### config.mk
export PLATFORM = sky130hd
export DESIGN_NAME = single_op_unit
export DESIGN_NICKNAME = d
export VERILOG_FILES = /design/src/rtl/sou_pkg.sv /design/src/rtl/sou_decode.sv /design/src/rtl/sou_rotate.sv /design/src/rtl/sou_perm.sv /design/src/rtl/sou_flags.sv /design/src/rtl/single_op_unit.sv
export SDC_FILE = /design/constraint.sdc
export NUM_CORES = 1
export LEC_CHECK = 0
export BUFFER_PORTS_ARGS = -buffer_cell sky130_fd_sc_hd__buf_2
export CAP_MARGIN = 20
export CORE_AREA = 2 2 39 41
export DETAILED_ROUTE_END_ITERATION = 10
export DIE_AREA = 0 0 41 43
export PLACE_DENSITY = 0.82
export SLEW_MARGIN = 20
export SYNTH_ARGS = -nofsm -noshare
export SYNTH_HDL_FRONTEND = slang
export SYNTH_SLANG_ARGS = --single-unit
### constraint.sdc
create_clock -name vclk -period 3.3
set_input_delay 0.33 -clock vclk [all_inputs]
set_output_delay 0.33 -clock vclk [all_outputs]
set_load 0.005 [all_outputs]
### src/rtl/sou_pkg.sv
package sou_pkg;
  typedef enum logic [2:0] {
    OP_RRC  = 3'b000,
    OP_SWAP = 3'b001,
    OP_RRA  = 3'b010,
    OP_SEXT = 3'b011,
    OP_PUSH = 3'b100,
    OP_CALL = 3'b101,
    OP_RETI = 3'b110,
    OP_ILL  = 3'b111
  } subop_e;

  typedef struct packed {
    logic c;
    logic z;
    logic n;
    logic v;
  } flags_t;
endpackage

### src/rtl/sou_decode.sv
module sou_decode
  import sou_pkg::*;
(
  input  logic [2:0] subop_i,
  output subop_e     op_o,
  output logic       is_rot_o,
  output logic       is_arith_o,
  output logic       is_perm_o,
  output logic       is_sext_o,
  output logic       unhandled_o,
  output logic       illegal_o
);
  always_comb begin
    op_o        = subop_e'(subop_i);
    is_rot_o    = 1'b0;
    is_arith_o  = 1'b0;
    is_perm_o   = 1'b0;
    is_sext_o   = 1'b0;
    unhandled_o = 1'b0;
    illegal_o   = 1'b0;
    unique case (op_o)
      OP_RRC:                    is_rot_o = 1'b1;
      OP_RRA: begin
        is_rot_o   = 1'b1;
        is_arith_o = 1'b1;
      end
      OP_SWAP:                   is_perm_o = 1'b1;
      OP_SEXT: begin
        is_perm_o = 1'b1;
        is_sext_o = 1'b1;
      end
      OP_PUSH, OP_CALL, OP_RETI: unhandled_o = 1'b1;
      default:                   illegal_o = 1'b1;
    endcase
  end
endmodule

### src/rtl/sou_rotate.sv
module sou_rotate #(
  parameter int W = 16
) (
  input  logic [W-1:0] opnd_i,
  input  logic         byte_i,
  input  logic         arith_i,
  input  logic         carry_i,
  output logic [W-1:0] res_o,
  output logic         c_o
);
  localparam int H = W / 2;

  logic fill_word, fill_byte;

  // Bit shifted into the vacated MSB at each width
  assign fill_word = arith_i ? opnd_i[W-1] : carry_i;
  assign fill_byte = arith_i ? opnd_i[H-1] : carry_i;

  always_comb begin
    if (byte_i) res_o = {{H{1'b0}}, fill_byte, opnd_i[H-1:1]};
    else        res_o = {fill_word, opnd_i[W-1:1]};
  end

  assign c_o = opnd_i[0];
endmodule

### src/rtl/sou_perm.sv
module sou_perm #(
  parameter int W = 16
) (
  input  logic [W-1:0] opnd_i,
  input  logic         sext_i,
  output logic [W-1:0] res_o
);
  localparam int H = W / 2;

  logic [W-1:0] swapped, extended;

  for (genvar g = 0; g < H; g++) begin : g_lane
    assign swapped[g]     = opnd_i[g+H];
    assign swapped[g+H]   = opnd_i[g];
    assign extended[g]    = opnd_i[g];
    assign extended[g+H]  = opnd_i[H-1];
  end

  assign res_o = sext_i ? extended : swapped;
endmodule

### src/rtl/sou_flags.sv
module sou_flags #(
  parameter int W = 16
) (
  input  logic [W-1:0] res_i,
  input  logic         narrow_i,
  output logic         z_o,
  output logic         n_o
);
  localparam int H = W / 2;

  assign n_o = narrow_i ? res_i[H-1] : res_i[W-1];
  assign z_o = narrow_i ? (res_i[H-1:0] == '0) : (res_i == '0);
endmodule

### src/rtl/single_op_unit.sv
module single_op_unit
  import sou_pkg::*;
#(
  parameter int W = 16
) (
  input  logic [2:0]   subop_i,
  input  logic         byte_i,
  input  logic         carry_i,
  input  logic [W-1:0] operand_i,
  output logic [W-1:0] result_o,
  output logic         c_o,
  output logic         z_o,
  output logic         n_o,
  output logic         v_o,
  output logic         flag_we_o,
  output logic         unhandled_o,
  output logic         illegal_o
);
  subop_e       op;
  logic         is_rot, is_arith, is_perm, is_sext;
  logic [W-1:0] rot_res, perm_res, sel_res;
  logic         rot_c, fz, fn;
  flags_t       flags;

  sou_decode u_dec (
    .subop_i    (subop_i),
    .op_o       (op),
    .is_rot_o   (is_rot),
    .is_arith_o (is_arith),
    .is_perm_o  (is_perm),
    .is_sext_o  (is_sext),
    .unhandled_o(unhandled_o),
    .illegal_o  (illegal_o)
  );

  sou_rotate #(.W(W)) u_rot (
    .opnd_i (operand_i),
    .byte_i (byte_i),
    .arith_i(is_arith),
    .carry_i(carry_i),
    .res_o  (rot_res),
    .c_o    (rot_c)
  );

  sou_perm #(.W(W)) u_perm (
    .opnd_i(operand_i),
    .sext_i(is_sext),
    .res_o (perm_res)
  );

  always_comb begin
    if (is_rot)       sel_res = rot_res;
    else if (is_perm) sel_res = perm_res;
    else              sel_res = '0;
  end

  // Sign extend always judged at full width
  sou_flags #(.W(W)) u_flg (
    .res_i   (sel_res),
    .narrow_i(byte_i & is_rot),
    .z_o     (fz),
    .n_o     (fn)
  );

  always_comb begin
    flags     = '0;
    flag_we_o = 1'b0;
    if (is_rot) begin
      flags     = '{c: rot_c, z: fz, n: fn, v: 1'b0};
      flag_we_o = 1'b1;
    end else if (is_sext) begin
      flags     = '{c: ~fz, z: fz, n: fn, v: 1'b0};
      flag_we_o = 1'b1;
    end
  end

  assign result_o = sel_res;
  assign c_o      = flags.c;
  assign z_o      = flags.z;
  assign n_o      = flags.n;
  assign v_o      = flags.v;

  logic unused_op;
  assign unused_op = ^op;
endmodule

==> impl_metrics.yaml <==
die:
  dieArea_sq_mm: 0.00176
  initial_core_util_pct: 38.4
  io_pins: 44
  fp.dieH_um: 43
  num_rows: 14
  fp.dieW_um: 41
  core_area_sq_mm: 0.00138
sta:
  setup-violations-final: 0
  worstMarginPinSlew_ns: 0.558
  fmax_ghz: 0.440
  slew_viol_final: 0
  tns_ns: 0
  period_minus_slack_ns: 2.27
  fin_hold_ws_ns: 0.965
  post-route-period-util_pct: 68.9
  rsz0062_at_grt: "false"
  timing_hold_violations_final: 0
  slew_headroom_pct: 62.6
worst_setup_path:
  crit_path_end_kind: "output port"
  crit_path_top_delay_cell: "or3b_1"
  arrival_ns: 1.94
  critPathMaxStageDelay_ns: 0.39
  crit_fanout: 15
  critPathLaunchType: "primary input"
  setup.worst_path.class: "in2out"
  crit_family: "simple AND/OR/NAND/NOR gates"
  required_ns: 2.97
  crit_buf_inv: 2
  cp_cell_sequence: "buf_2, mux2i_1, a211oi_1, or2_1, or3b_1, nor3_2, and2_1, buf_2"
  cpMostUsedCell: "buf_2"
routing:
  drc: 0
  viasPerCell: 5.46
  first_pass_iters: 4
  routed-via-count: 770
  wl_per_cell_um: 12.2
  ant_nets: 0
  routed_wl_mm: 1.71
  drtIter0Drc: 31
grt:
  grt_pass1_wl_mm: 2.50
  grt_max_degree: 22
  grt_pass1_vias: 617
  antenna_found_initial: 0
  grt_overflow_total: 0
  grt_usage_pct: 18.9
yosys:
  netlist_area_sq_um: 532
  synth_cell_types: 29
  ys_top_cells_by_count: "nand2_1, o21ai_0, a21oi_1, nor2_1"
  postSynthCellCount: 89
  synth_top_area_share_pct: 13.2
  yosys.area_share.simple_pct: 36.2
  synth_top_area_cell: "mux2i_1"
  avgSynthCellArea_sq_um: 5.97
  yosysSeqAreaShare_pct: 0
  synth_xor_xnor_area_share_pct: 0
  yosysMostFrequentCell: "nand2_1"
  synth_adder_area_share_pct: 0
  synthTopCellsByArea: "mux2i_1, o21ai_0, a21oi_1"
  synth_compound_area_share_pct: 37.6
  synth_nets: 110
  yosys_warnings: 0
  muxShareOfSynthArea_pct: 13.2
  synth_top_family_by_area: "compound AO/OA/AOI/OAI gates"
final_layout:
  drive_gt1_share_pct: 36.0
  seq_cell_count: 0
  stdcell_count: 141
  nClkBuffers: 0
  final_area_sq_um: 709
  syn2layout_area_growth_pct: 33.4
  seq_area_sq_um: 0
  finish.net_count: 148
  final_core_util_pct: 51.3
  insertedDiodeCount: 0
placement:
  gp_congestion: 0.937
  dpl.cell_count: 141
  dp_hpwl_mm: 1.39
  placed_cell_area_sq_um: 709
  io_buffer_count: 43
min_path:
  hold_end: "result_o[12]"
  whs_path_depth: 4
  hp-class: "in2out"
  min_from: "operand_i[13]"
cts:
  cts_resized: 0
  hold_buffers: 0
  cts_setup_buffers: 0
pwr:
  ir_drop_v: 0.0000387
  leakagePower_nw: 0.364
  p_per_area_mw_per_mm2: 130
run:
  maxCapViolCount: 0
outcome:
  status: "finished, final reports clean"
[logic make-up (layout without fill, tap and decap cells)]
logic type / Yosys count / in the layout
other cells: 1 / 1
simple gates: 38 / 38
buf+inv: 9 / 45
compound gates: 34 / 34
mux: 7 / 7
[area by class of cell]
| type | instances | area (sq um) |
|---|---|---|
| multi-input combinational | 80 | 467 |
| inverter | 2 | 7.51 |
| tap | 16 | 20.0 |
| timing repair buffer | 43 | 215 |
| fill | 151 | 674 |
[report_power, final]
part | internal, mW | switching, mW | total (mW)
Combinational | 0.0403 | 0.0516 | 0.0919
Sequential | 0 | 0 | 0
Clock | 0 | 0 | 0
Total | 0.0403 | 0.0516 | 0.0919
[per-stage QoR]
stage | total power, mW | setup WS (ns)
final | 0.0919 | 1.03
after global routing | 0.103 | 0.917
after CTS | 0.0915 | 1.02
after detailed placement | 0.0911 | 1.03
after global placement | 0.0897 | 1.09
after floorplan | 0.0543 | 1.42
[how the worst max path moves through the flow]
stage / from / endpoint / slack, ns / cells past startpoint
final: subop_i[1] / z_o / 1.03 / 8
after CTS: subop_i[1] / z_o / 1.02 / 8
after global placement: subop_i[1] / z_o / 1.09 / 8
after global routing: subop_i[1] / z_o / 0.92 / 8
after floorplan: subop_i[1] / z_o / 1.42 / 7
after detailed placement: subop_i[1] / z_o / 1.03 / 8
[tightest hold or removal path, stage by stage]
cell     delay [ns]
buf_2          0.09
nand2_1        0.04
o21ai_0        0.06
buf_2          0.11
[routing by layer]
metal  GRT usage (%)  wire length (um)
met5               0                 0
met4            3.33                23
met3               0               156
met2            32.5               809
met1            25.3               725
[placed cells by master (no fill, tap or decap), types with 2 or more instances in the layout]
cell type / Yosys / final
a211oi_1: 7 / 7
a21oi_1: 11 / 11
nand2b_1: 2 / 2
o21ai_0: 12 / 12
nor3_2: 2 / 2
buf_2: 1 / 43
mux2i_1: 7 / 7
and2_1: 2 / 2
nand2_1: 13 / 13
nor2_1: 10 / 10
Power figures use the tool's default switching activity.
